File: config.mk
export PLATFORM = sky130hd
export DESIGN_NAME = onecyc_core
export DESIGN_NICKNAME = d
export VERILOG_FILES = /design/src/rtl/onecyc_pkg.sv /design/src/rtl/onecyc_ctrl.sv /design/src/rtl/onecyc_rf.sv /design/src/rtl/onecyc_alu.sv /design/src/rtl/onecyc_core.sv
export SDC_FILE = /design/constraint.sdc
export NUM_CORES = 2
export LEC_CHECK = 0
export CAP_MARGIN = 20
export CORE_MARGIN = 5
export CORE_UTILIZATION = 23
export CTS_BUF_LIST = sky130_fd_sc_hd__clkbuf_4
export CTS_CLUSTER_DIAMETER = 80
export CTS_CLUSTER_SIZE = 28
export DETAILED_ROUTE_END_ITERATION = 6
export DONT_BUFFER_PORTS = 1
export PLACE_DENSITY = 0.32
export SYNTH_ARGS = -nofsm -noshare
export SYNTH_HDL_FRONTEND = slang
export SYNTH_SLANG_ARGS = --single-unit
export TNS_END_PERCENT = 5
File: constraint.sdc
create_clock -name clk -period 13.1 [get_ports clk]
set_input_delay 1.31 -clock clk [delete_from_list [all_inputs] [get_ports clk]]
set_output_delay 1.31 -clock clk [all_outputs]
set_load 0.02 [all_outputs]
File: src/rtl/onecyc_pkg.sv
package onecyc_pkg;
  localparam int XLEN   = 32;
  localparam int NREG   = 32;
  localparam int RIDX_W = $clog2(NREG);

  localparam logic [5:0] OP_REG  = 6'b000000;
  localparam logic [5:0] OP_LOAD = 6'b100011;
  localparam logic [5:0] OP_STOR = 6'b101011;
  localparam logic [5:0] OP_BEQ  = 6'b000100;
  localparam logic [5:0] OP_ADDI = 6'b001000;
  localparam logic [5:0] OP_JMP  = 6'b000010;

  localparam logic [5:0] FN_ADD = 6'b100000;
  localparam logic [5:0] FN_SUB = 6'b100010;
  localparam logic [5:0] FN_AND = 6'b100100;
  localparam logic [5:0] FN_OR  = 6'b100101;
  localparam logic [5:0] FN_SLT = 6'b101010;

  typedef enum logic [2:0] {
    ALU_AND  = 3'b000,
    ALU_OR   = 3'b001,
    ALU_ADD  = 3'b010,
    ALU_ANDN = 3'b100,
    ALU_ORN  = 3'b101,
    ALU_SUB  = 3'b110,
    ALU_SLT  = 3'b111
  } alu_code_e;

  typedef enum logic [1:0] {
    AOP_ADD   = 2'b00,
    AOP_SUB   = 2'b01,
    AOP_FUNCT = 2'b10,
    AOP_RSVD  = 2'b11
  } alu_op_e;

  typedef struct packed {
    logic    reg_we;
    logic    dst_rd;
    logic    src_imm;
    logic    is_branch;
    logic    mem_we;
    logic    wb_mem;
    logic    is_jump;
    alu_op_e alu_op;
  } ctrl_t;
endpackage

File: src/rtl/onecyc_ctrl.sv
module onecyc_ctrl
  import onecyc_pkg::*;
(
  input  logic [5:0] opcode,
  input  logic [5:0] funct,
  output ctrl_t      ctl,
  output alu_code_e  alu_code
);
  ctrl_t     main_ctl;
  logic      funct_ok;

  always_comb begin
    unique case (funct)
      FN_ADD, FN_SUB, FN_AND, FN_OR, FN_SLT: funct_ok = 1'b1;
      default:                               funct_ok = 1'b0;
    endcase
  end

  // first level: opcode to control word, unused fields held at 0
  always_comb begin
    main_ctl = '0;
    unique case (opcode)
      OP_REG:  main_ctl = '{1'b1, 1'b1, 1'b0, 1'b0, 1'b0, 1'b0, 1'b0, AOP_FUNCT};
      OP_LOAD: main_ctl = '{1'b1, 1'b0, 1'b1, 1'b0, 1'b0, 1'b1, 1'b0, AOP_ADD};
      OP_STOR: main_ctl = '{1'b0, 1'b0, 1'b1, 1'b0, 1'b1, 1'b0, 1'b0, AOP_ADD};
      OP_BEQ:  main_ctl = '{1'b0, 1'b0, 1'b0, 1'b1, 1'b0, 1'b0, 1'b0, AOP_SUB};
      OP_ADDI: main_ctl = '{1'b1, 1'b0, 1'b1, 1'b0, 1'b0, 1'b0, 1'b0, AOP_ADD};
      OP_JMP:  main_ctl = '{1'b0, 1'b0, 1'b0, 1'b0, 1'b0, 1'b0, 1'b1, AOP_ADD};
      default: main_ctl = '0;
    endcase
  end

  // unsupported function codes in register form become a no-op
  always_comb begin
    ctl = main_ctl;
    if (main_ctl.alu_op == AOP_FUNCT && !funct_ok) ctl.reg_we = 1'b0;
  end

  // second level: ALU op and function code to ALU code
  always_comb begin
    unique case (main_ctl.alu_op)
      AOP_ADD: alu_code = ALU_ADD;
      AOP_SUB: alu_code = ALU_SUB;
      AOP_FUNCT: begin
        unique case (funct)
          FN_SUB:  alu_code = ALU_SUB;
          FN_AND:  alu_code = ALU_AND;
          FN_OR:   alu_code = ALU_OR;
          FN_SLT:  alu_code = ALU_SLT;
          default: alu_code = ALU_ADD;
        endcase
      end
      default: alu_code = ALU_ADD;
    endcase
  end

  always_comb begin
    a_r11_bad_funct_silent: assert (!(opcode == OP_REG && !funct_ok) || !ctl.reg_we);
  end
endmodule

File: src/rtl/onecyc_rf.sv
module onecyc_rf #(
  parameter int W = 32,
  parameter int N = 32,
  localparam int AW = $clog2(N)
) (
  input  logic          clk,
  input  logic          rst_n,
  input  logic [AW-1:0] ra1,
  input  logic [AW-1:0] ra2,
  output logic [W-1:0]  rd1,
  output logic [W-1:0]  rd2,
  input  logic          we,
  input  logic [AW-1:0] wa,
  input  logic [W-1:0]  wd
);
  logic [W-1:0] regs [N];

  for (genvar i = 0; i < N; i++) begin : g_reg
    if (i == 0) begin : g_zero
      assign regs[i] = '0;
    end else begin : g_flop
      logic en;
      assign en = we && (wa == AW'(i));
      always_ff @(posedge clk or negedge rst_n) begin
        if (!rst_n)  regs[i] <= '0;
        else if (en) regs[i] <= wd;
      end
    end
  end

  assign rd1 = regs[ra1];
  assign rd2 = regs[ra2];

  a_r10_write_lands: assert property (@(posedge clk) disable iff (!rst_n)
    (we && wa != '0) |=> regs[$past(wa)] == $past(wd));
  a_r10_zero_write_dropped: assert property (@(posedge clk) disable iff (!rst_n)
    (we && wa == '0) |=> regs[0] == '0);
endmodule

File: src/rtl/onecyc_alu.sv
module onecyc_alu
  import onecyc_pkg::*;
#(
  parameter int W = 32
) (
  input  logic [W-1:0] a,
  input  logic [W-1:0] b,
  input  alu_code_e    code,
  output logic [W-1:0] y,
  output logic         zero
);
  logic         inv;
  logic [W-1:0] b_sel;
  logic [W-1:0] sum;

  assign inv   = code[2];
  assign b_sel = inv ? ~b : b;
  assign sum   = a + b_sel + W'(inv);

  always_comb begin
    unique case (code[1:0])
      2'b00:   y = a & b_sel;
      2'b01:   y = a | b_sel;
      2'b10:   y = sum;
      default: y = W'(sum[W-1]);
    endcase
  end

  assign zero = (y == '0);

  always_comb begin
    a_r8_sub_zero_means_equal: assert (code != ALU_SUB || zero == (a == b));
  end
endmodule

File: src/rtl/onecyc_core.sv
module onecyc_core
  import onecyc_pkg::*;
(
  input  logic        clk,
  input  logic        rst_n,
  output logic [31:0] imem_addr,
  input  logic [31:0] imem_rdata,
  output logic [31:0] dmem_addr,
  output logic [31:0] dmem_wdata,
  output logic        dmem_we,
  input  logic [31:0] dmem_rdata
);
  localparam int W = XLEN;

  logic [W-1:0]      pc, pc_nxt, pc_plus4, br_target, jmp_target;
  logic [W-1:0]      imm_sx, src_a, src_b, alu_b, alu_y, wb_data;
  logic [RIDX_W-1:0] wr_idx;
  logic              alu_zero, take_br;
  ctrl_t             ctl;
  alu_code_e         alu_code;

  onecyc_ctrl u_ctrl (
    .opcode   (imem_rdata[31:26]),
    .funct    (imem_rdata[5:0]),
    .ctl      (ctl),
    .alu_code (alu_code)
  );

  assign imm_sx = {{(W-16){imem_rdata[15]}}, imem_rdata[15:0]};
  assign wr_idx = ctl.dst_rd ? imem_rdata[15:11] : imem_rdata[20:16];
  assign wb_data = ctl.wb_mem ? dmem_rdata : alu_y;

  onecyc_rf #(.W(W), .N(NREG)) u_rf (
    .clk   (clk),
    .rst_n (rst_n),
    .ra1   (imem_rdata[25:21]),
    .ra2   (imem_rdata[20:16]),
    .rd1   (src_a),
    .rd2   (src_b),
    .we    (ctl.reg_we),
    .wa    (wr_idx),
    .wd    (wb_data)
  );

  assign alu_b = ctl.src_imm ? imm_sx : src_b;

  onecyc_alu #(.W(W)) u_alu (
    .a    (src_a),
    .b    (alu_b),
    .code (alu_code),
    .y    (alu_y),
    .zero (alu_zero)
  );

  // next-address selection; jump overrides branch and fall-through
  assign pc_plus4   = pc + W'(4);
  assign br_target  = pc_plus4 + {imm_sx[W-3:0], 2'b00};
  assign jmp_target = {pc_plus4[W-1:28], imem_rdata[25:0], 2'b00};
  assign take_br    = ctl.is_branch && alu_zero;

  always_comb begin
    if (ctl.is_jump)  pc_nxt = jmp_target;
    else if (take_br) pc_nxt = br_target;
    else              pc_nxt = pc_plus4;
  end

  always_ff @(posedge clk or negedge rst_n) begin
    if (!rst_n) pc <= '0;
    else        pc <= pc_nxt;
  end

  assign imem_addr  = pc;
  assign dmem_addr  = alu_y;
  assign dmem_wdata = src_b;
  assign dmem_we    = ctl.mem_we && rst_n;

  a_r1_fetch_from_zero: assert property (@(posedge clk) disable iff (!rst_n)
    $rose(rst_n) |-> imem_addr == '0);
  a_r2_fall_through: assert property (@(posedge clk) disable iff (!rst_n)
    (!ctl.is_jump && !(ctl.is_branch && alu_zero)) |=> imem_addr == $past(imem_addr) + 32'd4);
  a_r8_branch_target: assert property (@(posedge clk) disable iff (!rst_n)
    (ctl.is_branch && src_a == src_b) |=>
      imem_addr == $past(imem_addr) + 32'd4 + {$past(imem_rdata[29:0]) & 30'h0000_ffff
                   | {30{$past(imem_rdata[15])}} & 30'h3fff_0000, 2'b00});
  a_r9_jump_target: assert property (@(posedge clk) disable iff (!rst_n)
    (imem_rdata[31:26] == OP_JMP) |=>
      imem_addr == {$past(imem_addr[31:28] + 4'(imem_addr[27:2] == 26'h3ff_ffff)),
                    $past(imem_rdata[25:0]), 2'b00});
  a_r7_store_opcode_only: assert property (@(posedge clk) disable iff (!rst_n)
    dmem_we |-> imem_rdata[31:26] == OP_STOR);
  a_r11_one_action: assert property (@(posedge clk) disable iff (!rst_n)
    $onehot0({ctl.reg_we, ctl.mem_we, ctl.is_branch, ctl.is_jump}));
endmodule

* Yosys cells after proc, flatten, opt, wreduce, memory -nomap -nowiden
Cells that the tools add are included.
** Word-level totals
- Register bits :: 1024
- Input bits :: 66
- Output and inout port bits :: 97
** Operators by class
- Add/sub/neg operators :: 4
- $lt $le $gt $ge :: 2
- Equality and inequality tests :: 45
- Mux-type cells :: 18
- Bitwise gates (word level) :: 5
- Reductions and logical operators :: 39
** Operators by type and width (number)
- binary-select mux 32 bit (select 5 bit) :: 2
- two-way mux 32 bit :: 9
- case mux 32 bit (3 select lines) :: 1
- == test 5 bit, second input constant :: 16
- adder 32 bit :: 2
- case mux 9 bit (6 select lines) :: 1
- == test 6 bit, second input constant :: 7
- == test 5 x 4 -> 1 bit, second input constant :: 8
- logical AND 1 bit :: 34
- adder 32 x 1 -> 32 bit :: 1
- adder 32 x 3 -> 32 bit, second input constant :: 1
- bitwise AND 32 bit :: 1
- zero test 32 bit :: 1
- inverter 32 bit :: 1
- OR 32 bit :: 1
- == test 5 x 3 -> 1 bit, second input constant :: 4
- >= comparator 6 bit, second input constant :: 2
- inverter 5 -> 6 bit :: 2
- case mux 3 bit (4 select lines) :: 1
- == test 5 x 2 -> 1 bit, second input constant :: 2
- == test 6 x 2 -> 1 bit, second input constant :: 1
- == test 6 x 3 -> 1 bit, second input constant :: 1
- == test 6 x 4 -> 1 bit, second input constant :: 1
- zero test 6 bit :: 1
- other kinds (9) :: 12

* Logic depth before layout (Yosys ltp)
- Depth in word-level cells :: 14
- Mapped depth :: 29
- Depth with buffers taken out :: 23

* Hierarchy
Synthesis repeated with hierarchy kept, for this count alone.
** Unflattened totals
- Cells, all modules :: 4760
- Area total of the unflattened synthesis :: 61287.5 um^2
** By module, submodules not included
- onecyc_rf :: instances 1, cells each 3639, area each 53194.8 um^2, sequential area each 24823.8 um^2
- onecyc_core :: instances 1, cells each 544, area each 4296.6 um^2, sequential area each 750.7 um^2
- onecyc_alu :: instances 1, cells each 544, area each 3579.7 um^2, sequential area each 0.0 um^2
- onecyc_ctrl :: instances 1, cells each 33, area each 216.5 um^2, sequential area each 0.0 um^2

* Least setup slack after synthesis
No wires, ideal clock.
- Path type :: input to register
- Start point :: input port imem_rdata[16]
- End point :: register pc[5] (netlist: imem_addr[5])
- Data arrival time :: 8008 ps
- Data required time :: 12963 ps
- Slack :: 4955 ps
- Cell stages on the path :: 28
- Buffers on the path :: 8
- Cell sequence :: buf_4 -> buf_6 -> clkbuf_1 -> clkbuf_1 -> clkbuf_1 -> mux2i_1 -> a21oi_1 -> mux4_2 -> mux2_2 -> mux2_2 -> xnor2_1 -> ha_1 -> clkbuf_1 -> nand4_1 -> a211o_1 -> a21oi_1 -> o211a_1 -> o2111ai_1 -> o21ai_0 -> xnor2_1 -> o221ai_1 -> or4_1 -> nor4b_1 -> and4b_1 -> buf_6 -> buf_8 -> mux2i_1 -> a21oi_1
** On the way
- Longest elaborated chain between the ends :: 14
** RTL lines
- start, declared :: line onecyc_core.sv:7 : input logic [31:0] imem_rdata,
- inverter 5 -> 6 bit (not written as such) (*) :: line onecyc_rf.sv:32 : assign rd2 = regs[ra2];
- binary-select mux 32 bit (select 5 bit) (*) :: line onecyc_rf.sv:32
- two-way mux 32 bit (not written as such) (*) (2 in series) :: line onecyc_rf.sv:32
- named net dmem_wdata[6] :: line onecyc_core.sv:9 : output logic [31:0] dmem_wdata,
- two-way mux 32 bit (*) :: line onecyc_core.sv:45 : assign alu_b = ctl.src_imm ? imm_sx : src_b;
- inverter 32 bit :: line onecyc_alu.sv:17 : assign b_sel = inv ? ~b : b;
- two-way mux 32 bit (*) :: line onecyc_alu.sv:17
- adder 32 bit (*) :: line onecyc_alu.sv:18 : assign sum = a + b_sel + W'(inv);
- adder 32 x 1 -> 32 bit (*) :: line onecyc_alu.sv:18
- case mux 32 bit (3 select lines) (*) :: line onecyc_alu.sv:21 : unique case (code[1:0])
- named net dmem_addr[26] :: line onecyc_core.sv:8 : output logic [31:0] dmem_addr,
- zero test 32 bit (*) :: line onecyc_alu.sv:29 : assign zero = (y == '0);
- logical AND 1 bit (*) :: line onecyc_core.sv:59 : assign take_br = ctl.is_branch && alu_zero;
- two-way mux 32 bit (*) :: line onecyc_core.sv:63 : else if (take_br) pc_nxt = br_target;
- two-way mux 32 bit (*) :: line onecyc_core.sv:62 : if (ctl.is_jump) pc_nxt = jmp_target;
- named net pc_nxt[5] :: line onecyc_core.sv:15 : logic [W-1:0] pc, pc_nxt, pc_plus4, br_target, jmp_target;
- end signal, assigned :: line onecyc_core.sv:69 : else pc <= pc_nxt;
- end, declared :: line onecyc_core.sv:15
Mark *: on every way through the listed nets, which the timed path passes. The rest lies on a longest branch. The select of a mux whose other input is x is not followed.
A chain may end at the register's enable or synchronous reset.

* Worst setup path after layout
- Start point :: input port imem_rdata[29]
- End point :: output port dmem_addr[30]
** On the way
- Longest elaborated chain between the ends :: 8
** RTL lines
- == test 6 x 2 -> 1 bit (tied with other cells) :: line onecyc_ctrl.sv:22 : unique case (opcode)
- case mux 9 bit (6 select lines) (*) :: line onecyc_ctrl.sv:22
- == test 2 bit (tied with other cells) :: line onecyc_ctrl.sv:41 : unique case (main_ctl.alu_op)
- case mux 3 bit (2 select lines) or inverter 32 bit (tied branches) :: line onecyc_ctrl.sv:41, onecyc_alu.sv:17
- two-way mux 32 bit :: line onecyc_alu.sv:17
- adder 32 bit :: line onecyc_alu.sv:18
- adder 32 x 1 -> 32 bit :: line onecyc_alu.sv:18
- case mux 32 bit (3 select lines) (*) :: line onecyc_alu.sv:21
- end, declared :: line onecyc_core.sv:8
Every way passes the cells marked *; elsewhere a longest branch is shown, timed or not.

==> flow_summary.yaml <==
clocking:
  post_cts_buffers: 0
  cts.sinks: 1022
  cts_tree: "done"
  insertion_delay_ns: 1.21
  holdBufCountCts: 2
  htree_levels: 3
  clockRootBuffer: "clkbuf_4"
  path_clk_slew_ns: 0.19
  cts_buffer_depth: 3
  cts.repair.resized: 0
  numCtsBuffers: 87
cells_and_area:
  fin_util_pct: 25.2
  area_delta_synth_final_pct: 8.80
  finalNetCount: 5224
  drive_gt1_share_pct: 19.7
synthesis:
  async_reset_ff_share_pct: 100
  synth.avg_cell_area_sq_um: 10.8
  ys_ff_latch: 1022
  ys_warn_count: 0
  ys_seq_area_share_pct: 43.9
  synthCells: 5376
  ys_types: 77
  ys_dominant_reg_cell: "dfrtp_1"
  synth_edf_count: 0
  synth_area_sq_mm: 0.0582
placement:
  portBuffers: 0
  place.gp.congestion: 0.791
  hpwl_mm: 133
drt:
  routed.top_layer: "met5"
  drt_pass1_iterations: 5
  drc_errors: 0
  drt_iter0_drc: 2692
  avgViaCountPerCell: 4.90
  wl_met1_mm: 109
  met3WireLength_mm: 9.36
  drt-wirelength-per-cell_um: 27.8
  via_count: 41639
  wirelength_mm: 236
  drtAntennaViolNets: 0
  wl_met2_mm: 113
sta:
  finalHoldViolations: 0
  maxSlewViolCount: 96
  fmax_mhz: 110
  tns_ns: 0
  slew_headroom_pct: -12.1
  whs_ns: 0.136
  setup_viol: 0
  min_period_ns: 9.06
  rsz0062_at_grt: "false"
  fin_skew_ns: 0.119
  worst_slew_pin_slew_ns: 1.68
  min_period_over_period_pct: 69.2
floorplanning:
  die_w_um: 513
  ios: 163
  initial_core_util_pct: 23.1
  core_area_sq_mm: 0.252
  dieHeight_um: 513
  rows: 184
  design.die.area_sq_mm: 0.263
worst_setup_path:
  critPathLaunch: "imem_rdata[29]"
  required_ns: 11.79
  cp-end-kind: "output pin"
  reg2reg_slack_ns: 5.43
  reg2regPathDepth: 20
  cp_max_fo: 20
  start_kind: "primary input"
  crit_type: "primary input to output pin"
  rr_startpoint: "u_rf.regs[7]"
  cp.arrival_ns: 7.75
  crit_path_end: "dmem_addr[30]"
  r2r_end: "imem_addr[10]"
outcome:
  status: "finished, violations left"
  violations: "slew limit"
power_and_ir_drop:
  p_per_area_mw_per_mm2: 95.7
  ir_drop_mv: 0.0515
  p_leak_uw: 0.0255
run:
  maxCapViolCount: 0
global_route:
  grt_pass1_vias: 42599
  grtUsageTotal_pct: 17.7
  grt_pass1_wl_mm: 339
  grt_max_degree: 302
  gr-total-overflow: 0
  antenna_found_initial: 14
worst_hold_path:
  min_path_type: "primary input to async pin"
-- cell families (layout without fill, tap and decap cells) --
logic type | count (synthesis) | after routing | synth area share [%]
AOI/OAI and AO/OA | 1398 | 1398 | 13.1
xor gates and xnor gates | 105 | 105 | 1.58
adders and majority gates | 98 | 98 | 2.13
buffers and inverters | 585 | 340 | 3.89
DFF | 1022 | 1022 | 43.9
muxes | 782 | 782 | 25.8
other | 1 | 13 | 0.00644
and+or+nand+nor | 1385 | 1385 | 9.67
-- per-layer routing --
| layer | global-route usage, % | vias to the layer above |
|---|---|---|
| li1 | - | 18894 |
| met1 | 24.4 | 21763 |
| met2 | 30.0 | 778 |
| met3 | 2.20 | 196 |
| met4 | 3.82 | 8 |
| met5 | 0 | - |
-- sequential cells by signal, summed over array words and instances, names as in the netlist --
signal	flops
u_rf.regs	992
imem_addr	30
-- synthesized netlist by cell type, drive strengths merged (5+ instances only) --
master	instances	area (sq um)
and2	11	68.8
o21bai	14	105
inv	90	338
a31oi	15	100
buf	79	364
a21o	31	233
mux4	562	12700
nor3	27	135
xor2	19	166
o21ai	1052	5270
nor2b	20	125
o211ai	6	45.0
dfrtp	1022	25600
nor2	102	383
o221ai	12	105
a211oi	13	97.6
o31ai	8	60.1
or2	6	37.5
a21oi	154	774
a2111oi	5	45.0
a221oi	9	78.8
nand2b	15	93.8
a22o	32	280
mux2i	107	1070
and3	17	106
nand3	40	200
o21a	7	52.6
or3	7	43.8
ha	96	1200
clkbuf	415	1560
xnor2	86	753
nor4	5	46.3
nand4	16	100
nand2	1099	4130
mux2	113	1270
-- cells in the final DEF, fill, tap and decap left out, types with 31 or more instances in the layout --
| cell type | count |
|---|---|
| inv_1 | 90 |
| nor2_1 | 101 |
| dfrtp_1 | 1022 |
| mux2i_1 | 79 |
| clkbuf_4 | 90 |
| mux2_2 | 113 |
| mux4_2 | 562 |
| nand2_1 | 1071 |
| ha_1 | 96 |
| xnor2_1 | 86 |
| nand3_1 | 39 |
| buf_4 | 78 |
| o21ai_0 | 1043 |
| a21oi_1 | 152 |
| a21o_1 | 31 |
| a22o_1 | 32 |
-- how the worst min path moves through the flow --
stage / slack (ns) / cells past startpoint / to / from
detailed placement: 0.49 / 2 / u_rf.regs[824] / u_rf.regs[824]
floorplan: 0.46 / 2 / u_rf.regs[544] / u_rf.regs[544]
global placement: 0.47 / 2 / u_rf.regs[58] / u_rf.regs[58]
CTS: 0.03 / 2 / imem_addr[4] / imem_rdata[2]
global route: 0.12 / 2 / imem_addr[5] / imem_rdata[3]
finish: 0.14 / 1 / u_rf.regs[989] / rst_n
-- cell type report --
type / count / area [sq um]
well taps: 3348 / 4190
flip-flops and latches: 1022 / 25600
clock inverters: 71 / 845
repair buffers: 88 / 821
fillers: 26588 / 188000
inverters: 91 / 342
diodes: 11 / 27.5
clock buffers: 90 / 676
multi-input cells: 3770 / 30900
-- metrics by stage --
stage / worst slack [ns] / total power, uW / instance area [sq um] / std cells
finish: 4.04 / 6060 / 63400 / 8491
global route: 3.54 / 6390 / 63300 / 8481
CTS: 4.04 / 6190 / 63200 / 8477
detailed placement: 3.35 / 4190 / 61700 / 8314
global placement: 3.49 / 4190 / 61700 / 8313
floorplan: 4.95 / 4010 / 58200 / 5377
-- report_power, final --
group,internal (uW),switching [uW],total [uW]
Sequential,3220,106,3330
Clock,496,1420,1920
Combinational,352,463,815
Total,4070,1990,6060
-- worst max-delay path, stage by stage --
cell and delay, ns:
nor3_1 0.48, nand2_1 0.51, inv_1 0.26, ha_1 0.35, a31oi_1 0.20, nor2_4 0.74
nor2_1 0.16, a31o_2 0.33, a21oi_2 0.46, fa_1 0.32, nand3_1 0.12, a211o_1 0.31
a21oi_1 0.33, o211a_1 0.25, o2111ai_1 0.23, o21ai_0 0.26, a31oi_1 0.13, xor2_1 0.16
o221ai_1 0.82
(Power assumes the default switching activity.)
